**src/rtl/pcm_slot_pkg.sv**
```systemverilog
package pcm_slot_pkg;

  localparam int WORD_W = 16;
  localparam int CODE_W = 8;

  typedef struct packed {
    logic en;
    logic lin;
    logic mu;
  } lane_cfg_t;

  function automatic logic [7:0] slot_count(input logic [1:0] sel);
    case (sel)
      2'd0:    return 8'd24;
      2'd1:    return 8'd32;
      2'd2:    return 8'd64;
      default: return 8'd128;
    endcase
  endfunction

  function automatic logic slot_usable(input logic [7:0] slot, input logic [1:0] sel,
                                       input logic lin);
    logic [7:0] n;
    n = slot_count(sel);
    return (slot < n) && !(lin && (slot == n - 8'd1));
  endfunction

  function automatic logic [7:0] mu_encode(input logic [15:0] x);
    logic       neg;
    logic [15:0] mag;
    logic [2:0] e;
    logic [3:0] m;
    neg = x[15];
    mag = neg ? 16'(-x) : x;
    if (mag > 16'd32635) mag = 16'd32635;
    mag = mag + 16'd132;
    e = '0;
    for (int i = 0; i < 7; i++) if (mag[8+i]) e = 3'(i + 1);
    m = 4'(mag >> (4'(e) + 4'd3));
    return ~{neg, e, m};
  endfunction

  function automatic logic [15:0] mu_decode(input logic [7:0] c);
    logic [7:0]  u;
    logic [15:0] t;
    u = ~c;
    t = 16'({u[3:0], 3'b000}) + 16'd132;
    t = t << u[6:4];
    return u[7] ? 16'(16'd132 - t) : 16'(t - 16'd132);
  endfunction

  function automatic logic [7:0] a_encode(input logic [15:0] x);
    logic        neg;
    logic [15:0] mag;
    logic [11:0] m;
    logic [2:0]  seg;
    logic [3:0]  aval;
    neg = x[15];
    mag = neg ? ~x : x;
    m = 12'(mag >> 3);
    seg = '0;
    for (int i = 0; i < 7; i++) if (m[5+i]) seg = 3'(i + 1);
    aval = (seg == 3'd0) ? 4'(m >> 1) : 4'(m >> seg);
    return {1'b0, seg, aval} ^ (neg ? 8'h55 : 8'hD5);
  endfunction

  function automatic logic [15:0] a_decode(input logic [7:0] c);
    logic [7:0]  a;
    logic [15:0] t;
    a = c ^ 8'h55;
    t = 16'({a[3:0], 4'b0000});
    if (a[6:4] == 3'd0) t = t + 16'd8;
    else                t = (t + 16'h0108) << (a[6:4] - 3'd1);
    return a[7] ? t : 16'(-t);
  endfunction

  // transmit word, code left-aligned in companded mode
  function automatic logic [15:0] tx_word(input logic [15:0] smp, input logic mute,
                                          input logic lin, input logic mu);
    if (lin)       return mute ? 16'h0000 : smp;
    else if (mute) return {(mu ? 8'hFF : 8'hD5), 8'h00};
    else           return {(mu ? mu_encode(smp) : a_encode(smp)), 8'h00};
  endfunction

endpackage

```
**src/rtl/pcm_frame_timer.sv**
```systemverilog
module pcm_frame_timer
  import pcm_slot_pkg::*;
#(
  parameter int POS_W = 10
) (
  input  logic             clk_i,
  input  logic             rst_ni,
  input  logic             fsync_i,
  input  logic [1:0]       frame_sel_i,
  output logic [POS_W-1:0] pos_o,
  output logic             synced_o
);

  logic [POS_W-1:0] pos_q, last_q;
  logic             synced_q;

  always_ff @(posedge clk_i or negedge rst_ni) begin
    if (!rst_ni) begin
      pos_q    <= '0;
      last_q   <= '0;
      synced_q <= 1'b0;
    end else if (fsync_i) begin
      pos_q    <= '0;
      last_q   <= POS_W'({3'b000, slot_count(frame_sel_i), 3'b000} - 14'd1);
      synced_q <= 1'b1;
    end else if (synced_q) begin
      pos_q <= (pos_q == last_q) ? '0 : pos_q + 1'b1;
    end
  end

  assign pos_o    = pos_q;
  assign synced_o = synced_q;

endmodule

```
**src/rtl/pcm_slot_window.sv**
```systemverilog
module pcm_slot_window #(
  parameter int SLOT_W = 7,
  localparam int POS_W = SLOT_W + 3
) (
  input  logic [POS_W-1:0]  pos_i,
  input  logic              synced_i,
  input  logic              en_i,
  input  logic              lin_i,
  input  logic [SLOT_W-1:0] slot_i,
  output logic              act_o,
  output logic [3:0]        off_o,
  output logic              last_o
);

  logic [POS_W:0] pos_x, base, lim;

  always_comb begin
    pos_x  = {1'b0, pos_i};
    base   = {1'b0, slot_i, 3'b000};
    lim    = base + (lin_i ? (POS_W+1)'(16) : (POS_W+1)'(8));
    act_o  = synced_i && en_i && (pos_x >= base) && (pos_x < lim);
    off_o  = 4'(pos_x - base);
    last_o = lin_i ? (off_o == 4'd15) : (off_o == 4'd7);
  end

endmodule

```
**src/rtl/pcm_tx_lane.sv**
```systemverilog
module pcm_tx_lane
  import pcm_slot_pkg::*;
#(
  parameter int SLOT_W = 7,
  parameter int GAIN_W = 8,
  localparam int POS_W = SLOT_W + 3
) (
  input  logic              clk_i,
  input  logic              rst_ni,
  input  logic              fsync_i,
  input  logic [1:0]        frame_sel_i,
  input  logic [SLOT_W-1:0] slot_i,
  input  logic              lin_i,
  input  logic              mu_i,
  input  logic [GAIN_W-1:0] gain_i,
  input  logic [WORD_W-1:0] sample_i,
  input  logic [POS_W-1:0]  pos_i,
  input  logic              synced_i,
  output logic              dx_o,
  output logic              dx_oe_o
);

  logic [WORD_W-1:0] word_q;
  logic [SLOT_W-1:0] slot_q;
  logic              en_q, lin_q, act, last_unused;
  logic [3:0]        off;

  always_ff @(posedge clk_i or negedge rst_ni) begin
    if (!rst_ni) begin
      word_q <= '0;
      slot_q <= '0;
      en_q   <= 1'b0;
      lin_q  <= 1'b0;
    end else if (fsync_i) begin
      word_q <= tx_word(sample_i, gain_i == '0, lin_i, mu_i);
      slot_q <= slot_i;
      en_q   <= slot_usable(8'(slot_i), frame_sel_i, lin_i);
      lin_q  <= lin_i;
    end
  end

  pcm_slot_window #(.SLOT_W(SLOT_W)) i_win (
    .pos_i   (pos_i),
    .synced_i(synced_i),
    .en_i    (en_q),
    .lin_i   (lin_q),
    .slot_i  (slot_q),
    .act_o   (act),
    .off_o   (off),
    .last_o  (last_unused)
  );

  assign dx_oe_o = act;
  assign dx_o    = act & word_q[~off];

endmodule

```
**src/rtl/pcm_rx_lane.sv**
```systemverilog
module pcm_rx_lane
  import pcm_slot_pkg::*;
#(
  parameter int SLOT_W = 7,
  localparam int POS_W = SLOT_W + 3
) (
  input  logic              clk_i,
  input  logic              rst_ni,
  input  logic              fsync_i,
  input  logic [1:0]        frame_sel_i,
  input  logic [SLOT_W-1:0] slot_i,
  input  logic              lin_i,
  input  logic              mu_i,
  input  logic [POS_W-1:0]  pos_i,
  input  logic              synced_i,
  input  logic              dr_i,
  output logic [WORD_W-1:0] sample_o,
  output logic              valid_o
);

  lane_cfg_t         cfg_q;
  logic [SLOT_W-1:0] slot_q;
  logic [WORD_W-2:0] sh_q;
  logic [WORD_W-1:0] full, dec;
  logic              act, last;
  logic [3:0]        off;

  always_ff @(posedge clk_i or negedge rst_ni) begin
    if (!rst_ni) begin
      cfg_q  <= '0;
      slot_q <= '0;
    end else if (fsync_i) begin
      cfg_q  <= '{en: slot_usable(8'(slot_i), frame_sel_i, lin_i), lin: lin_i, mu: mu_i};
      slot_q <= slot_i;
    end
  end

  pcm_slot_window #(.SLOT_W(SLOT_W)) i_win (
    .pos_i   (pos_i),
    .synced_i(synced_i),
    .en_i    (cfg_q.en),
    .lin_i   (cfg_q.lin),
    .slot_i  (slot_q),
    .act_o   (act),
    .off_o   (off),
    .last_o  (last)
  );

  always_comb begin
    full = {sh_q, dr_i};
    if (cfg_q.lin)     dec = full;
    else if (cfg_q.mu) dec = mu_decode(full[CODE_W-1:0]);
    else               dec = a_decode(full[CODE_W-1:0]);
  end

  always_ff @(posedge clk_i or negedge rst_ni) begin
    if (!rst_ni) begin
      sh_q     <= '0;
      sample_o <= '0;
      valid_o  <= 1'b0;
    end else begin
      valid_o <= act && last;
      if (act) sh_q <= full[WORD_W-2:0];
      if (act && last) sample_o <= dec;
    end
  end

endmodule

```
**src/rtl/pcm_slot_if.sv**
```systemverilog
module pcm_slot_if
  import pcm_slot_pkg::*;
#(
  parameter int SLOT_W = 7,
  parameter int GAIN_W = 8,
  localparam int POS_W = SLOT_W + 3
) (
  input  logic              clk_i,
  input  logic              rst_ni,
  input  logic              fsync_i,
  input  logic [1:0]        frame_sel_i,
  input  logic [SLOT_W-1:0] tx_slot_i,
  input  logic [SLOT_W-1:0] rx_slot_i,
  input  logic              law_mu_i,
  input  logic              linear_i,
  input  logic [GAIN_W-1:0] tx_gain_i,
  input  logic [WORD_W-1:0] tx_sample_i,
  input  logic              dr_i,
  output logic              dx_o,
  output logic              dx_oe_o,
  output logic [WORD_W-1:0] rx_sample_o,
  output logic              rx_valid_o
);

  logic [POS_W-1:0] pos;
  logic             synced;

  pcm_frame_timer #(.POS_W(POS_W)) i_timer (
    .clk_i      (clk_i),
    .rst_ni     (rst_ni),
    .fsync_i    (fsync_i),
    .frame_sel_i(frame_sel_i),
    .pos_o      (pos),
    .synced_o   (synced)
  );

  pcm_tx_lane #(.SLOT_W(SLOT_W), .GAIN_W(GAIN_W)) i_tx (
    .clk_i      (clk_i),
    .rst_ni     (rst_ni),
    .fsync_i    (fsync_i),
    .frame_sel_i(frame_sel_i),
    .slot_i     (tx_slot_i),
    .lin_i      (linear_i),
    .mu_i       (law_mu_i),
    .gain_i     (tx_gain_i),
    .sample_i   (tx_sample_i),
    .pos_i      (pos),
    .synced_i   (synced),
    .dx_o       (dx_o),
    .dx_oe_o    (dx_oe_o)
  );

  pcm_rx_lane #(.SLOT_W(SLOT_W)) i_rx (
    .clk_i      (clk_i),
    .rst_ni     (rst_ni),
    .fsync_i    (fsync_i),
    .frame_sel_i(frame_sel_i),
    .slot_i     (rx_slot_i),
    .lin_i      (linear_i),
    .mu_i       (law_mu_i),
    .pos_i      (pos),
    .synced_i   (synced),
    .dr_i       (dr_i),
    .sample_o   (rx_sample_o),
    .valid_o    (rx_valid_o)
  );

endmodule

```
**config.mk**
```make
export PLATFORM = sky130hd
export DESIGN_NAME = pcm_slot_if
export DESIGN_NICKNAME = d
export VERILOG_FILES = /design/src/rtl/pcm_slot_pkg.sv /design/src/rtl/pcm_frame_timer.sv /design/src/rtl/pcm_slot_window.sv /design/src/rtl/pcm_tx_lane.sv /design/src/rtl/pcm_rx_lane.sv /design/src/rtl/pcm_slot_if.sv
export SDC_FILE = /design/constraint.sdc
export NUM_CORES = 1
export LEC_CHECK = 0
export BUFFER_PORTS_ARGS = -buffer_cell sky130_fd_sc_hd__buf_2
export CAP_MARGIN = 20
export CORE_ASPECT_RATIO = 0.75
export CORE_UTILIZATION = 53
export DETAILED_ROUTE_END_ITERATION = 7
export PLACE_DENSITY_LB_ADDON = 0.12
export SLEW_MARGIN = 15
export SYNTH_ARGS = -nofsm -noshare
export SYNTH_HDL_FRONTEND = slang
export SYNTH_SLANG_ARGS = --single-unit
```
**constraint.sdc**
```tcl
create_clock -name clk_i -period 4.5 [get_ports clk_i]
set_clock_uncertainty 0.1 [all_clocks]
set_input_delay 0.225 -clock clk_i [delete_from_list [all_inputs] [get_ports clk_i]]
set_output_delay 0.225 -clock clk_i [all_outputs]
set_load 0.02 [all_outputs]
```
==> metrics.log <==
INFO  metric syn_area_per_cell = 8.152 um^2
INFO  metric via_count = 7827
INFO  metric grt_util_met1 = 43.59%
INFO  metric post_synth_instance_area = 8152 um^2
INFO  metric finish.instance_area = 9259 um^2
INFO  metric clock_tree_root = sky130_fd_sc_hd__clkbuf_16
INFO  metric detail_route.vias_per_cell = 6.148
INFO  metric clock_tree_from_tritoncts = done
INFO  metric initial_utilization = 55.31%
INFO  metric cpPeakStageDelay = 600 ps
INFO  metric yosys.cell_types.count = 88
INFO  metric worst_ep_arrival_time = 4420 ps
INFO  metric groute.layer.met3.usage = 6.100%
INFO  metric max-slew-margin-rel = 36.68%
INFO  metric post_synth_inst_count = 1000
INFO  metric std_cell_rows = 38
INFO  metric top_usage_layer = met1
INFO  metric finalWirelength = 22600 um
INFO  metric register_bit_count_reported_by_yosys = 80
INFO  metric fill_cells = 1353
INFO  metric report.final.slew_viol_count = 0
INFO  metric rsz0062_at_grt = false
INFO  metric postCtsResizedCells = 0
INFO  metric worst_setup_hold_path_clk_slew = 60 ps
INFO  metric max_freq = 0.2364 GHz
INFO  metric first_global_vias = 6945
INFO  metric ys_seq_area_share = 24.56%
INFO  metric setup_viol = 0
INFO  metric grt.met2_usage = 43.34%
INFO  metric maxCapViolCount = 0
INFO  metric die-width = 145.2 um
INFO  metric number_of_synthesis_warnings = 0
INFO  metric tritoncts_sinks = 80
INFO  metric worst_ep_required_time = 4690 ps
INFO  metric fraction_of_synthesis_flops_using_an_asynchronous_set_or_reset_pin = 100.0%
INFO  metric drt-wirelength-per-cell = 17.76 um
INFO  metric leakagePower = 4.045 nW
INFO  metric tightestPinTransition = 949.8 ps
INFO  metric timing.critical_path.to_type = flop
INFO  metric die_area = 15880 um^2
INFO  metric cts_inserted_buffers = 9
INFO  metric worst-setup-path-type = input pin to flop
INFO  metric antenna_violating_nets_post_route = 0
INFO  metric cts_max_level = 3
INFO  metric clk-insertion-delay-late = 350 ps
INFO  metric count_of_flip_flops_with_a_built_in_enable_after_synthesis = 0
INFO  metric antenna_found_initial = 0
INFO  metric io_buffers = 64
INFO  metric syn2layout_area_growth = 13.58%
INFO  metric synth_ff_type = sky130_fd_sc_hd__dfrtp_1
INFO  metric design.core.area = 14740 um^2
INFO  metric grt_pass1_wl = 36930 um
INFO  metric layout_min_cycle_time = 4230 ps
INFO  metric power_per_cell_area = 251.6 nW/um^2
INFO  metric pin_count_of_the_biggest_net_entering_global_routing = 68
INFO  metric gpl.final_weighted_congestion = 0.9279
INFO  metric drc = 0
INFO  metric max_clock_buf_depth = 2
INFO  metric cp_max_fo = 5
INFO  metric dr.first_iter.drc_count = 753
INFO  metric drive_above_1_share = 19.66%
INFO  metric die_span_y = 109.4 um
INFO  metric hold_viol_final = 0
INFO  metric final.period_utilization = 93.99%
INFO  metric detailed_place.area = 8920 um^2
INFO  metric outcome = finished, final reports clean
INFO  metric grt_remaining_overflow = 0
INFO  metric detailed_placement_wirelength_estimate = 16690 um
INFO  metric io_pins = 65
INFO  metric holdCritPathClass = input pin to flop
INFO  metric worstPathCellList = buf_2 -> inv_1 -> ha_1 -> or4b_2 -> o21ai_0 -> nand4_1 -> a221oi_1 -> buf_4 -> and3_1 -> nor3_1 -> ha_1 -> a31oi_4 -> o21ai_0 -> a211o_1 -> a2bb2oi_4 -> o221a_4 -> mux4_2 -> nor3_1 -> or4_1
INFO  metric worst_path_max_delay_cell = sky130_fd_sc_hd__or4b_2
INFO  metric track_usage = 29.35%
INFO  metric num_antenna_cells = 0
INFO  metric critPathLaunchType = input pin
INFO  metric synth.net_count = 1098
INFO  metric ir_drop = 0.1779 mV
INFO  metric post-route-util = 62.82%
INFO  metric detail_route.first_pass.iterations = 6
INFO  metric num-nets-final = 1168
## cell families (layout without fill, tap and decap cells)
family	Yosys count	count (layout)	share of synthesized area (%)
AOI/OAI and AO/OA	314	314	25.85
adders and majority gates	52	52	8.166
muxes	65	65	9.424
and+or+nand+nor	308	308	19.06
xor gates and xnor gates	66	66	7.276
buffers and inverters	115	188	5.664
DFF	80	80	24.56
## sequential cells by signal, indices dropped and copies added (netlist names)
register,flops
i_rx.cfg_q,2
i_rx.sh_q,15
i_rx.valid_o,1
i_rx.sample_o,16
i_timer.pos_o,10
i_tx.slot_q,7
i_tx.en_q,1
i_tx.lin_q,1
i_timer.last_q,4
i_rx.slot_q,7
i_tx.word_q,16
## area by class of cell
type,instances,area (um^2),share of cell area (%)
clock inverter,4,70.07,0.7568
inverter,46,172.7,1.865
tap,200,250.2,2.703
sequential,80,2002,21.62
multi-input combinational,805,5714,61.72
clock buffer,10,239.0,2.581
timing repair buffer,128,810.8,8.757
## synth_stat cells, drive strengths merged, types with 5 or more instances
cell / instances / area, um^2
or3: 7 / 45.05
nor2b: 12 / 75.07
o211ai: 7 / 52.55
nor3: 21 / 121.4
o22ai: 6 / 37.54
mux2: 34 / 382.9
dfrtp: 80 / 2002
a21oi: 51 / 259.0
nor4: 9 / 62.56
nand2: 104 / 392.9
o21ai: 108 / 548.0
and3: 13 / 81.33
or4: 7 / 56.30
o31ai: 16 / 133.9
ha: 50 / 625.6
a31oi: 20 / 125.1
buf: 14 / 82.57
mux2i: 25 / 250.2
a311o: 6 / 60.06
mux4: 6 / 135.1
nand4: 15 / 93.84
a21o: 13 / 97.59
a22o: 9 / 78.83
and2: 12 / 77.58
nand3: 16 / 80.08
a21boi: 5 / 37.54
inv: 44 / 165.2
xnor2: 43 / 376.6
nor2: 55 / 206.5
o21a: 9 / 67.56
o21bai: 6 / 48.80
xor2: 23 / 216.5
a211oi: 11 / 82.58
clkbuf: 55 / 206.5
nand2b: 20 / 125.1
## placed cells by master, fill, tap and decap left out, types with 43 or more instances in the layout
cell	count
sky130_fd_sc_hd__dfrtp_1	80
sky130_fd_sc_hd__buf_2	63
sky130_fd_sc_hd__buf_4	62
sky130_fd_sc_hd__nor2_1	54
sky130_fd_sc_hd__o21ai_0	101
sky130_fd_sc_hd__inv_1	43
sky130_fd_sc_hd__ha_1	50
sky130_fd_sc_hd__a21oi_1	49
sky130_fd_sc_hd__nand2_1	103
sky130_fd_sc_hd__xnor2_1	43
## layer usage
| layer | share of wire [%] | up-vias |
|---|---|---|
| li1 | - | 3805 |
| met1 | 49 | 3695 |
| met2 | 41 | 309 |
| met3 | 8.5 | 18 |
| met4 | 1.1 | 0 |
| met5 | 0 | - |
## path summary, 6_finish.rpt
path	to	start	cells after the start	slack, ps
min in group asynchronous	i_rx.sample_o[10]$_DFFE_PN0P_	rst_ni	2	160
worst min-delay path	i_tx.slot_q[1]$_DFFE_PN0P_	tx_slot_i[1]	3	10
worst min register to register	i_tx.en_q$_DFFE_PN0P_	i_tx.en_q$_DFFE_PN0P_	1	380
worst max-delay path	i_tx.word_q[9]$_DFFE_PN0P_	tx_sample_i[0]	19	270
max in group asynchronous	i_tx.slot_q[6]$_DFFE_PN0P_	rst_ni	3	3040
worst max register to register	i_rx.sample_o[14]$_DFFE_PN0P_	i_rx.sh_q[4]$_DFFE_PN0P_	13	420
## critical path, delay by kind of cell
family | cells | cell delay, ps
AOI/OAI and AO/OA | 7 | 1680
muxes | 1 | 500
and+or+nand+nor | 6 | 1270
adders and majority gates | 2 | 400
buffers and inverters | 3 | 320
## through the flow
step / worst slack (ps) / TNS [ps] / hold WS (ps) / total power, mW / std cells
2_1_floorplan: -72.91 / -72.91 / -170.6 / 1.304 / 1000
3_3_place_gp: 45.43 / 0 / -12.87 / 1.524 / 1256
3_5_place_dp: -21.25 / -21.25 / -15.04 / 1.531 / 1256
4_1_cts: 318.2 / 0 / 0.1784 / 2.339 / 1273
5_1_grt: 41.16 / 0 / 32.11 / 2.451 / 1273
6_report: 270.3 / 0 / 14.51 / 2.329 / 1273
## where the power goes
group / internal [mW] / switching [mW] / total (mW)
logic: 0.312 / 0.401 / 0.713
clock network: 0.493 / 0.300 / 0.793
registers: 0.762 / 0.0611 / 0.823
## repair_timing
action,4_1_cts,5_1_grt
setup buffers,0,0
hold buffers,3,0
endpoints found under the hold margin,15,0
endpoints found under the setup margin,0,0
Power figures use the tool's default switching activity.
